### src/rtl/xcc_pkg.sv
package xcc_pkg;

    typedef struct packed {
        logic master;
        logic rpt;
    } mode_t;

    typedef struct packed {
        logic done;
        logic stop;
    } term_t;

endpackage

### src/rtl/xcc_count_reg.sv
module xcc_count_reg #(
    parameter int REG_W = 32,
    parameter int CNT_W = 16
) (
    input  logic             clk,
    input  logic             rst_n,
    input  logic             we,
    input  logic [CNT_W-1:0] wdata,
    output logic [CNT_W-1:0] field,
    output logic [REG_W-1:0] rdata
);
    localparam int PAD_W = REG_W - CNT_W;

    typedef struct packed {
        logic [CNT_W-1:0] field;
    } reg_state_t;

    reg_state_t st_d, st_q;

    always_comb begin
        st_d = st_q;
        if (we) begin
            st_d.field = wdata;
        end
    end

    always_ff @(posedge clk or negedge rst_n) begin
        if (!rst_n) begin
            st_q <= '0;
        end else begin
            st_q <= st_d;
        end
    end

    assign field = st_q.field;
    assign rdata = {{PAD_W{1'b0}}, st_q.field};

endmodule

### src/rtl/xcc_countdown.sv
module xcc_countdown #(
    parameter int CNT_W = 16
) (
    input  logic             clk,
    input  logic             rst_n,
    input  logic             load,
    input  logic             word,
    input  logic [CNT_W-1:0] field,
    input  xcc_pkg::mode_t   mode,
    output logic [CNT_W:0]   remaining,
    output logic             active,
    output logic             last_word
);
    localparam int REM_W = CNT_W + 1;
    localparam logic [REM_W-1:0] FULL_CNT = {1'b1, {CNT_W{1'b0}}};
    localparam logic [REM_W-1:0] ONE      = {{CNT_W{1'b0}}, 1'b1};

    typedef struct packed {
        logic [REM_W-1:0] rem;
        logic             active;
    } cd_state_t;

    cd_state_t st_d, st_q;
    logic      step;

    assign step = st_q.active && word && !load;

    always_comb begin
        st_d = st_q;
        if (load) begin
            st_d.rem    = (field == '0) ? FULL_CNT : {1'b0, field};
            st_d.active = mode.master && !mode.rpt;
        end else if (step) begin
            st_d.rem = st_q.rem - ONE;
            if (st_q.rem == ONE) begin
                st_d.active = 1'b0;
            end
        end
    end

    always_ff @(posedge clk or negedge rst_n) begin
        if (!rst_n) begin
            st_q <= '0;
        end else begin
            st_q <= st_d;
        end
    end

    assign remaining = st_q.rem;
    assign active    = st_q.active;
    assign last_word = step && (st_q.rem == ONE);

endmodule

### src/rtl/xcc_term.sv
module xcc_term (
    input  logic clk,
    input  logic rst_n,
    input  logic load,
    input  logic last_word,
    input  logic stop_req,
    output logic done,
    output logic stop
);
    xcc_pkg::term_t st_d, st_q;

    always_comb begin
        st_d = st_q;
        if (load) begin
            st_d = '0;
        end else if (last_word) begin
            st_d.done = 1'b1;
            st_d.stop = stop_req;
        end
    end

    always_ff @(posedge clk or negedge rst_n) begin
        if (!rst_n) begin
            st_q <= '0;
        end else begin
            st_q <= st_d;
        end
    end

    assign done = st_q.done;
    assign stop = st_q.stop;

endmodule

### src/rtl/xfer_count_ctrl.sv
module xfer_count_ctrl #(
    parameter int REG_W = 32,
    parameter int CNT_W = 16
) (
    input  logic             clk,
    input  logic             rst_n,
    input  logic             reg_we,
    input  logic [REG_W-1:0] reg_wdata,
    output logic [REG_W-1:0] reg_rdata,
    input  logic             mode_master,
    input  logic             mode_rpt,
    input  logic             stop_req,
    input  logic             xfer_start,
    input  logic             word_done,
    output logic [CNT_W:0]   remaining,
    output logic             count_done,
    output logic             stop_gen
);
    logic [CNT_W-1:0] cnt_field;
    logic             cnt_active;
    logic             last_word;
    logic             unused_wr_hi;
    xcc_pkg::mode_t   mode;

    assign unused_wr_hi = ^reg_wdata[REG_W-1:CNT_W];
    assign mode.master  = mode_master;
    assign mode.rpt     = mode_rpt;

    xcc_count_reg #(.REG_W(REG_W), .CNT_W(CNT_W)) u_reg (
        .clk   (clk),
        .rst_n (rst_n),
        .we    (reg_we),
        .wdata (reg_wdata[CNT_W-1:0]),
        .field (cnt_field),
        .rdata (reg_rdata)
    );

    xcc_countdown #(.CNT_W(CNT_W)) u_cd (
        .clk       (clk),
        .rst_n     (rst_n),
        .load      (xfer_start),
        .word      (word_done),
        .field     (cnt_field),
        .mode      (mode),
        .remaining (remaining),
        .active    (cnt_active),
        .last_word (last_word)
    );

    xcc_term u_term (
        .clk       (clk),
        .rst_n     (rst_n),
        .load      (xfer_start),
        .last_word (last_word),
        .stop_req  (stop_req),
        .done      (count_done),
        .stop      (stop_gen)
    );

endmodule

### config.mk
export PLATFORM = sky130hd
export DESIGN_NAME = xfer_count_ctrl
export DESIGN_NICKNAME = d
export VERILOG_FILES = /design/src/rtl/xcc_pkg.sv /design/src/rtl/xcc_count_reg.sv /design/src/rtl/xcc_countdown.sv /design/src/rtl/xcc_term.sv /design/src/rtl/xfer_count_ctrl.sv
export SDC_FILE = /design/constraint.sdc
export NUM_CORES = 1
export LEC_CHECK = 0
export CAP_MARGIN = 30
export CORE_MARGIN = 2
export CORE_UTILIZATION = 27
export DETAILED_ROUTE_END_ITERATION = 8
export DONT_BUFFER_PORTS = 1
export HOLD_SLACK_MARGIN = 0.03
export PLACE_DENSITY_LB_ADDON = 0.05
export SETUP_SLACK_MARGIN = 0.2
export SKIP_LAST_GASP = 1
export SLEW_MARGIN = 10
export SYNTH_ARGS = -nofsm -noshare
export SYNTH_HDL_FRONTEND = slang
export SYNTH_SLANG_ARGS = --single-unit
### constraint.sdc
create_clock -name clk -period 3.53 [get_ports clk]
set_input_delay 0.1765 -clock clk [delete_from_list [all_inputs] [get_ports clk]]
set_output_delay 0.1765 -clock clk [all_outputs]
set_load 0.01 [all_outputs]
# Word level (Yosys, flattened, before mapping)
# Index checks and enable logic that the tools add are counted.
# word_totals
register_bits	36
input_bits	40
ram_bits	0
rom_bits	0
n_memories	0
latch_bits	0
# classes
bitwise	0
eq_ne	1
magnitude_cmp	0
reduce_logical	11
mul	0
addsub	1
shift	0
div	0
mux	6
# op_table
op	count
$mux W18	2
$eq A17 B1 Y1 const B	1
$mux W17	1
$sub A17 B1 Y17 const B	1
$logic_not A16 Y1	1
$reduce_bool A2 Y1	3
$logic_and A1 B1 Y1	4
$mux W2	2
$logic_not A1 Y1	2
$reduce_and A2 Y1	1
$mux W1	1

# Logic depth before layout (Yosys ltp)
# Gate-level depths: netlist of run 1.
# depth
ltp_word	5
depth_mapped	6
depth_no_buf	6

# Hierarchy
# From an unflattened synthesis of run 1, not the netlist that was laid out.
# unflattened
cells_unflattened	196
hier_area_um2	2045.7
# by_module_without_submodules
module	area_each_um2	cells_per_inst	instances
xcc_countdown	1081.0	123	1
xcc_count_reg	893.4	67	1
xcc_term	71.3	6	1

# Worst setup path after synthesis of run 1
# Ideal clock, no wire load.
# synth_path
path_kind	register to register
startpoint	register u_cd.st_q (netlist bit u_cd.remaining[5])
endpoint	register u_cd.st_q (netlist bit u_cd.remaining[14])
period_less_slack_ns	1.586
setup_slack_ns	1.944
t_arrival_ns	1.517
stages_incl_launch_ff	5
required_time_ns	3.461
path_cell_list	dfrtp_1 -> nor4_4 -> nand2_1 -> or4_1 -> nand3_1
# synth_via
elab_chain_cells	3
# synth_rtl
item	line_no	source
start: declaration	xcc_countdown.sv:23	cd_state_t st_d, st_q;
start signal: assignment	xcc_countdown.sv:45	st_q <= st_d;
$sub A17 B1 Y17	xcc_countdown.sv:34	st_d.rem = st_q.rem - ONE;
$mux W18	xcc_countdown.sv:33	end else if (step) begin
$mux W18	xcc_countdown.sv:30	if (load) begin
# Every way passes these cells. The select of a mux whose other input is x is not followed.
# A chain may end at the register's enable or synchronous reset.

# Worst setup path after layout of run 1
# layout_path
startpoint	register u_cd.st_q (netlist bit u_cd.remaining[11])
endpoint	register u_cd.st_q (netlist bit u_cd.remaining[16])
# Same word-level chain as after synthesis.

==> results.yml, run 1 <==
sta:
  finClkSkew_ps: 4.17
  slew_headroom_pct: 43.6
  fmax_ghz: 0.536
  setup_viol_count_final: 0
  finalCritPeriodShare_pct: 52.8
  hold_violations: 0
  rsz0062_at_grt: "false"
  finalSetupTns_ps: 0
  finalMaxSlewViolations: 0
  fin_crit_ps: 1870
  worst_pin_slew_ps: 843
detailed_routing:
  via_count: 1356
  drtIter0Drc: 52
  drt_drc_violations_left: 0
  vias_per_cell: 4.81
  wl_um: 4830
  wl_per_cell_um: 17.1
  ant_nets: 0
  drtPass1Iterations: 4
die:
  die-width_um: 87.2
  core_region_area_um2: 6760
  fp.dieH_um: 87.2
  die-area_um2: 7600
  row_count: 30
  io_pins: 91
  start_util_pct: 27.6
finish:
  num_antenna_cells: 0
  nets: 243
  fin_util_pct: 32.6
  drive_gt1_share_pct: 14.9
  flow.area_growth_from_synthesis_pct: 17.9
worst_setup_path:
  slowest_stage: "nor4_2"
  crit_buf_inv: 0
  cp.required_ps: 3740
  start_kind: "flip-flop"
  arrival_ps: 2070
  cp_max_fo: 6
  reg2regPathDepth: 4
  r2r_end: "u_cd.remaining[16]"
  r2r_setup_slack_ps: 1660
  rr_startpoint: "u_cd.remaining[11]"
  crit_cells: 4
  cp_cell_sequence: "nor4_2 -> nand2_1 -> or3_1 -> a31oi_1"
  crit_type: "flip-flop to flip-flop"
  crit_family: "simple AND/OR/NAND/NOR gates"
  slowest_delay_ps: 610
  cp-end-kind: "flip-flop"
synthesis:
  synth_top_area_share_pct: 48.3
  yosys_warnings: 0
  synth_compound_area_share_pct: 7.44
  syn_inst: 181
  synth_flop_cell: "dfrtp_1"
  synthArstFlopShare_pct: 100
  netlist_top_cells_count: "36 x dfrtp_1, 21 x nand2_1, 16 x buf_4, 16 x mux2_2, 13 x o21ai_0"
  synth-edff-count: 0
  synth.largest_area_cell: "dfrtp_1"
  netlist_top_cells_area: "dfrtp_1 48%, mux2_2 9.7%, buf_4 6.4%, xor2_1 5.2%, nand2_1 4.2%"
  ys_seq_elements: 36
  synthMostInstantiatedCell: "dfrtp_1"
  synth_cell_type_count: 36
  syn_area_per_cell_um2: 10.3
  synth_mux_area_share_pct: 9.65
  synth-simple-area-share_pct: 18.5
  synthAdderAreaFrac_pct: 1.34
  ys_seq_area_share_pct: 48.3
  synth_top_family_by_area: "simple AND/OR/NAND/NOR gates"
  synth_xor_area_share_pct: 6.10
  syn-cell-area_um2: 1870
global_route:
  grt_first_pass_wirelength_um: 7480
  grt_start_max_net_pins: 37
  grt.total_usage_pct: 13.1
  grt_overflow: 0
  grt_pass1_vias: 1376
  antenna_found_initial: 0
place:
  hpwl_um: 3330
  port-buffer-count: 0
  gp_congestion: 0.738
cts:
  clock_path_buffers: 2
  post_cts_buffers: 0
  root_buffer: "clkbuf_8"
  cts_buffers: 5
  clock_latency_ps: 290
  h-tree-depth: 2
  clock-sinks: 36
  cts_tree: "done"
  clkTransAtPathRegs_ps: 80
run:
  maxCapViolations: 0
pwr:
  power_density_nw_per_um2: 479
  leakage_nw: 0.877
  vdd_ir_drop_max_uv: 170
status:
  status: "finished clean"
min_path:
  hold_depth: 1
  min_to: "u_reg.field[1]"
  hold_path.class: "input port to flip-flop"
  min_from: "reg_wdata[1]"
layer usage:
metal	track usage, %	share of wire [%]	vias to the layer above
met5	0	0	-
met4	4.48	1.3	0
met3	4.74	6.5	5
met2	20.5	48	43
met1	16.8	44	661
li1	-	-	647
cell families after synthesis:
logic type	Yosys count
buffers and inverters	26
AO/OA/AOI/OAI	25
flip-flops	36
adder cells (fa/ha/maj)	2
XOR/XNOR	13
multiplexers	16
AND/OR/NAND/NOR	62
other	1
worst max path at each step:
stage,start,endpoint,slack (ps)
after floorplan,u_cd.remaining[5],u_cd.remaining[14],1940
after global placement,u_cd.remaining[5],u_cd.remaining[16],1730
after detailed placement,u_cd.remaining[5],u_cd.remaining[16],1680
after CTS,u_cd.remaining[5],u_cd.remaining[16],1670
after global routing,u_cd.remaining[11],u_cd.remaining[16],1580
final,u_cd.remaining[11],u_cd.remaining[16],1660
worst register-to-register path: cells and delay by family, from the launching register on:
family | cells | cell delay [ps]
and+or+nand+nor | 3 | 1160
DFF | 1 | 460
AOI/OAI and AO/OA | 1 | 170
area by class of cell:
cell class	instances	area (um^2)
Timing Repair Buffer	20	210
Sequential cell	36	901
Clock inverter	3	42.5
Tap cell	80	100
Inverter	4	15.0
Multi-Input combinational cell	134	863
Clock buffer	5	68.8
Fill cell	710	4560
registers in the layout, summed over array words and instances, names as in the netlist:
signal          count
u_cd.remaining     17
u_reg.field        16
u_cd.active         1
u_term.done         1
u_term.stop         1
metrics by stage:
stage | power (W) | setup slack [ps] | hold slack (ps) | std cells | instance area (um^2)
6_report | 0.00105 | 1660 | 38.3 | 282 | 2200
5_1_grt | 0.00111 | 1580 | 30.3 | 282 | 2200
4_1_cts | 0.00107 | 1670 | 32.4 | 280 | 2180
3_5_place_dp | 0.000667 | 1680 | -117 | 254 | 1880
3_3_place_gp | 0.000665 | 1730 | -117 | 254 | 1880
2_1_floorplan | 0.000645 | 1940 | -119 | 196 | 1920
placed cells by master, fill, tap and decap left out, drive strengths merged, types with 2 or more instances in the layout:
master       synthesis  final
a21oi                3      3
a31oi                2      2
clkbuf               4      5
conb                 1     16
dfrtp               36     36
dlygate4sd3          0     19
ha                   2      2
inv                  4      4
mux2                16     16
nand2               21     21
nand3                9      9
nand4                4      4
nor2                 7      7
nor3                 3      3
nor4                 9      9
o21ai               17     17
or3                  2      2
xnor2                2      2
xor2                11     11
timing repair:
action / in CTS / in global routing
hold buffers: 18 / 2
gates resized for setup: 0 / 0
endpoints found under the hold margin: 66 / 1
power breakdown:
part           switching, W  internal, W  leakage, nW
Combinational     0.0000741    0.0000686        0.388
Clock              0.000158     0.000209       0.0541
Sequential        0.0000901     0.000455        0.435
Total              0.000322     0.000733        0.877
No activity file was read; power rests on OpenSTA's default activity.
==> inputs of run 2 (changes only) <==
==> constraint.sdc (replaced) <==
create_clock -name clk -period 1.57 [get_ports clk]
set_input_delay 0.0785 -clock clk [delete_from_list [all_inputs] [get_ports clk]]
set_output_delay 0.0785 -clock clk [all_outputs]
set_load 0.01 [all_outputs]
==> run 2 against run 1 <==
  * The flow now finishes with violations (hold timing)
  * Sequential cell count is the same
  * Combinational power grew to 4.9 times the previous value
  * Die area is the same
  * Maximum frequency grew 25%
  * Core utilization grew 7.6 points
  * Register-to-register slack lost 1600 ps
  * Worst hold slack lost 200 ps
  * Critical endpoint unchanged
  * Largest power group unchanged
==> results.yml, run 2 (same netlist as run 1, synthesis figures left out) <==
place:
  pre_cts_ws_ps: 15.3
  port-buffer-count: 0
  hpwl_um: 3760
  gp_congestion: 0.767
sta:
  hold_violations: 17
  setup_ws_ps: 76.5
  fmax_ghz: 0.670
  finClkSkew_ps: 8.29
  fin_crit_ps: 1490
  worst_pin_slew_ps: 728
  rsz0062_at_grt: "true"
  whs_ps: -160
  finalSetupTns_ps: 0
  finalMaxSlewViolations: 0
  finalCritPeriodShare_pct: 95.1
  setup_viol_count_final: 0
  slew_headroom_pct: 51.5
finish:
  fillers: 682
  nets: 294
  most-common-layout-cells: "45 x buf_4, 32 x dfrtp_1, 19 x dlygate4sd3_1"
  seq_area_um2: 906
  final_common_cell: "buf_4"
  largest_reg_flops: 17
  num_antenna_cells: 0
  flow.area_growth_from_synthesis_pct: 45.4
  multiInputGateArea_um2: 980
  drive_gt1_share_pct: 38.9
die:
  die-width_um: 87.2
  io_pins: 91
  row_count: 30
  die-area_um2: 7600
  core_region_area_um2: 6760
  start_util_pct: 27.6
  fp.dieH_um: 87.2
cts:
  h-tree-depth: 2
  clock-sinks: 36
  clkTransAtPathRegs_ps: 80
  clock_latency_ps: 290
  cts_buffers: 5
  cts_tree: "done"
  root_buffer: "clkbuf_8"
  clock_path_buffers: 2
  cts_hold_buf: 21
global_route:
  grt_pass1_vias: 1644
  grt.total_usage_pct: 14.4
  grt_first_pass_wirelength_um: 8270
  grt_overflow: 0
  antenna_found_initial: 0
  grt_start_max_net_pins: 37
detailed_routing:
  wl_met2_um: 2650
  wl_um: 5200
  topRoutingLayerUsed: "met4"
  drtPass1Iterations: 4
  vias_per_cell: 4.76
  drtIter0Drc: 66
  wl_met1_um: 2190
  ant_nets: 0
  wl_met3_um: 295
  via_count: 1581
  wl_per_cell_um: 15.6
  drt_drc_violations_left: 0
pwr:
  clockPowerShare_pct: 28.3
  comb_power_share_pct: 27.7
  power_density_nw_per_um2: 939
  p_sw_share_pct: 30.5
  leakage_nw: 1.16
  vdd_ir_drop_max_uv: 404
  p_sw_w: 0.000778
  intPower_w: 0.00177
  p_seq_share_pct: 44.0
  totalPowerFinal_w: 0.00255
worst_setup_path:
  slowest_delay_ps: 430
  cp.required_ps: 1790
  cp_cell_sequence: "nor4_4 -> buf_4 -> nand3_4 -> or3_1 -> a31oi_1"
  cp-end-kind: "flip-flop"
  start_kind: "flip-flop"
  crit_type: "flip-flop to flip-flop"
  cp_max_fo: 5
  arrival_ps: 1710
  slowest_stage: "dfrtp_2"
run:
  maxCapViolations: 0
status:
  status: "complete, but fails checks"
  violations: "hold timing"
min_path:
  hold_path.class: "input port to flip-flop"
[run 2: cell count changes in the layout (fill, tap and decap cells not counted), moves of 2 or more]
cell and change:
nor4_1 -2, nor4_4 +2, nand2_1 -3, clkbuf_8 +2
buf_6 +5, nand3_1 -2, nand2_2 +2, nor3_4 +2
buf_4 +45, dfrtp_2 +4, o21ai_1 +7, o21ai_0 -8
dfrtp_1 -4
[run 2: final cells by class]
class | instances | area share, %
clock buffers | 7 | 3.55
inverters | 4 | 0.553
flip-flops and latches | 36 | 33.4
well taps | 80 | 3.69
multi-input cells | 134 | 36.1
repair buffers | 71 | 22.7
[run 2: final timing paths]
path	from	slack, ps	endpoint	cells past startpoint
worst max-delay path	u_cd.remaining[6]	80	u_cd.remaining[16]	5
worst min-delay path	xfer_start	-160	u_term.done	1
worst max register to register	u_cd.remaining[6]	80	u_cd.remaining[16]	5
worst min register to register	u_term.done	580	u_term.done	2
max in group asynchronous	rst_n	1120	u_cd.remaining[7]	2
min in group asynchronous	rst_n	230	u_cd.remaining[16]	2
[run 2: power groups by stage]
stage | sequential, W | combinational [W] | clock, W
after floorplan | 0.00121 | 0.000256 | 0
after global placement | 0.00112 | 0.000576 | 0
after detailed placement | 0.00112 | 0.000582 | 0
after CTS | 0.00112 | 0.000687 | 0.000753
after global routing | 0.00113 | 0.000773 | 0.000808
final | 0.00112 | 0.000706 | 0.000721
[run 2: stage by stage]
stage | util, % | std cells | hold slack, ps | cell area [um^2]
floorplan | - | 196 | -217 | 1950
detailed placement | 33.2 | 300 | -215 | 2240
CTS | 38.9 | 329 | -170 | 2630
finish | 40.2 | 332 | -160 | 2710
global route | 40.2 | 332 | -182 | 2710
global placement | 33.2 | 300 | -216 | 2240
[run 2: metal layers]
layer	vias to the layer above	global-route usage, %
met5	-	0
met3	6	3.98
met1	776	17.5
li1	745	-
met2	54	24.8
met4	0	4.48
[run 2: repair_timing]
item / 4_1_cts / 5_1_grt
buffers inserted: 1 / 3
endpoints found under the setup margin: 16 / 33
pin swaps: 9 / 11
resized for setup: 16 / 20
endpoints found under the hold margin: 70 / 17
[run 2: critical path: cells and delay by family (launching register included)]
kind	cells	cell delay, ps
buffers and inverters	1	180
and+or+nand+nor	3	680
DFF	1	430
AOI/OAI and AO/OA	1	130
==> inputs of run 3 (changes only) <==
--- a/config.mk
+++ b/config.mk
@@ -5,6 +5,7 @@
 export SDC_FILE = /design/constraint.sdc
 export NUM_CORES = 1
 export LEC_CHECK = 0
+export ABC_CLOCK_PERIOD_IN_PS = 1570
 export CAP_MARGIN = 30
 export CORE_MARGIN = 2
 export CORE_UTILIZATION = 27
@@ -17,4 +18,5 @@
 export SLEW_MARGIN = 10
 export SYNTH_ARGS = -nofsm -noshare
 export SYNTH_HDL_FRONTEND = slang
+export SYNTH_HIERARCHICAL = 1
 export SYNTH_SLANG_ARGS = --single-unit
==> run 3 against run 2 <==
  * The flow finishes with violations (setup timing)
  * Clock skew decreased by 2.4 ps
  * Global-route usage down 0.55 points
  * Power grew 1.5%
  * Synthesized area rose by 9.6%
  * Worst hold slack better by 190 ps
  * Highest routed layer unchanged
==> results.yml, run 3 <==
status:
  status: "complete, but fails checks"
  violations: "setup timing"
synthesis:
  synth_compound_area_share_pct: 6.42
  yosys_warnings: 6
  synth_mux_area_share_pct: 11.7
  synth.largest_area_cell: "dfrtp_1"
  syn_area_per_cell_um2: 10.4
  syn_inst: 196
  synth-edff-count: 0
  ys_seq_area_share_pct: 44.0
  synthAdderAreaFrac_pct: 1.22
  synth_top_family_by_area: "simple AND/OR/NAND/NOR gates"
  synth_cell_type_count: 37
  netlist_top_cells_count: "36 x dfrtp_1, 32 x buf_4, 14 x nand2_1, 13 x nor2_1, 13 x o21ai_0"
  synthArstFlopShare_pct: 100
  syn-cell-area_um2: 2050
  synthMostInstantiatedCell: "dfrtp_1"
  synth_xor_area_share_pct: 4.71
  synth-simple-area-share_pct: 17.1
  netlist_top_cells_area: "dfrtp_1 44%, buf_4 12%, mux2_4 7.3%, xnor2_1 4.3%, mux2_2 3.9%"
  ys_seq_elements: 36
  synth_flop_cell: "dfrtp_1"
  synth_top_area_share_pct: 44.0
min_path:
  hold_path.class: "input port to flip-flop"
detailed_routing:
  wl_per_cell_um: 15.6
  vias_per_cell: 4.59
  drt_drc_violations_left: 0
  drtIter0Drc: 89
  via_count: 1652
  wl_um: 5620
  ant_nets: 0
  drtPass1Iterations: 4
die:
  core_region_area_um2: 7290
  fp.dieH_um: 91.0
  die-width_um: 91.0
  die-area_um2: 8290
  row_count: 31
  io_pins: 91
  start_util_pct: 28.1
finish:
  multiInputGateArea_um2: 1080
  largest_reg_flops: 17
  final_cell_area_um2: 2930
  seq_area_um2: 903
  fillers: 734
  drive_gt1_share_pct: 41.0
  most-common-layout-cells: "50 x buf_4, 34 x dfrtp_1, 22 x dlygate4sd3_1"
  flow.area_growth_from_synthesis_pct: 43.1
  final_common_cell: "buf_4"
  num_antenna_cells: 0
  nets: 302
cts:
  h-tree-depth: 2
  clock-sinks: 36
  cts_buffers: 5
  clock_path_buffers: 2
  root_buffer: "clkbuf_8"
  clkTransAtPathRegs_ps: 80
  cts_tree: "done"
  clock_latency_ps: 290
worst_setup_path:
  arrival_ps: 2140
  cp_max_fo: 3
  cp-end-kind: "flip-flop"
  start_kind: "flip-flop"
  cp.required_ps: 1750
  cp_cell_sequence: "or4_4 -> buf_4 -> nand4b_1 -> mux2_2 -> a221o_1"
  crit_type: "flip-flop to flip-flop"
  slowest_delay_ps: 550
  slowest_stage: "or4_4"
place:
  place_area_um2: 2290
  gp_congestion: 0.874
  port-buffer-count: 0
  hpwl_um: 4030
global_route:
  grt.total_usage_pct: 13.8
  grt_overflow: 0
  grtUsageMet3_pct: 3.82
  grt_pass1_vias: 1720
  antenna_found_initial: 0
  grt_start_max_net_pins: 37
  grt_busiest_layer: "met2"
  use_met2_pct: 22.6
  grt_first_pass_wirelength_um: 8960
  grt_use_met1_pct: 17.2
sta:
  finalCritPeriodShare_pct: 124
  hold_violations: 0
  setup_viol_count_final: 14
  setup_ws_ps: -382
  finClkSkew_ps: 5.85
  finalMaxSlewViolations: 0
  finalSetupTns_ps: -3190
  worst_pin_slew_ps: 934
  whs_ps: 26.5
  fmax_ghz: 0.512
  fin_crit_ps: 1950
  rsz0062_at_grt: "true"
  slew_headroom_pct: 37.7
run:
  maxCapViolations: 0
pwr:
  leakage_nw: 1.28
  power_density_nw_per_um2: 884
  vdd_ir_drop_max_uv: 334
  totalPowerFinal_w: 0.00259
==> run 3: changes by cell type after synthesis, sizes merged, moves of 2 or more <==
| cell | before | now |
|---|---|---|
| buf | 18 | 35 |
| or4 | 1 | 6 |
| nor2b | 1 | 3 |
| nand4 | 4 | 2 |
| xnor2 | 2 | 10 |
| o21ai | 17 | 13 |
| nand3 | 9 | 2 |
| nor3 | 3 | 8 |
| nor4 | 9 | 7 |
| xor2 | 11 | 1 |
| nand2 | 21 | 14 |
| nor2 | 7 | 13 |
| or3 | 2 | 4 |
==> run 3: stage by stage <==
stage	utilization [%]	worst slack (ps)	std cells
floorplan	-	-409	211
detailed placement	31.5	-370	317
finish	40.2	-382	360
global placement	31.5	-357	317
global route	40.2	-488	360
CTS	38.5	-378	352
==> run 3: timing repair <==
| item | CTS | global route |
|---|---|---|
| hold buffers | 22 | 3 |
| resized for setup | 33 | 11 |
| buffers inserted | 5 | 5 |
| endpoints found under the setup margin | 16 | 33 |
| endpoints found under the hold margin | 70 | 16 |
| pin swaps | 19 | 11 |
==> run 3: power breakdown <==
group	switching (W)	leakage (nW)	internal [W]
logic	0.000380	0.797	0.000392
clock network	0.000355	0.0510	0.000351
registers	0.0000823	0.431	0.00103
==> run 3: area by class of cell <==
class	count	area share, %
Clock inverter	2	0.342
Multi-Input combinational cell	134	37.1
Tap cell	99	4.23
Timing Repair Buffer	80	24.3
Inverter	3	0.385
Clock buffer	6	2.82
Sequential cell	36	30.9
==> run 3: worst max-delay path, delay by kind of cell, from the launching register on <==
family | cells | cell delay, ps
simple gates | 2 | 750
buf+inv | 1 | 160
mux | 1 | 300
compound gates | 1 | 250
flops | 1 | 380
==> run 3: logic make-up after synthesis <==
logic type / Yosys count
fa+ha+maj: 2
compound gates: 22
mux: 18
buf+inv: 41
simple gates: 65
xor+xnor: 11
other cells: 1
flops: 36
==> run 3: per-layer routing <==
layer  part of all wire [%]  wire length (um)  vias up
li1                       -                 -      773
met1                     43              2420      795
met4                    2.0               113        0
met5                      0                 0        -
met2                     48              2710       73
met3                    6.7               377       11
==> run 3: worst paths after layout <==
kind | cells past startpoint | slack [ps] | from | to
setup reg to reg | 5 | -380 | u_cd/remaining[9] | u_cd/remaining[15]
min in group asynchronous | 2 | 270 | rst_n | u_cd/remaining[2]
hold / removal | 2 | 30 | xfer_start | u_term/done
setup / recovery | 5 | -380 | u_cd/remaining[9] | u_cd/remaining[15]
max in group asynchronous | 2 | 1110 | rst_n | u_cd/remaining[3]
hold reg to reg | 2 | 580 | u_term/done | u_term/done
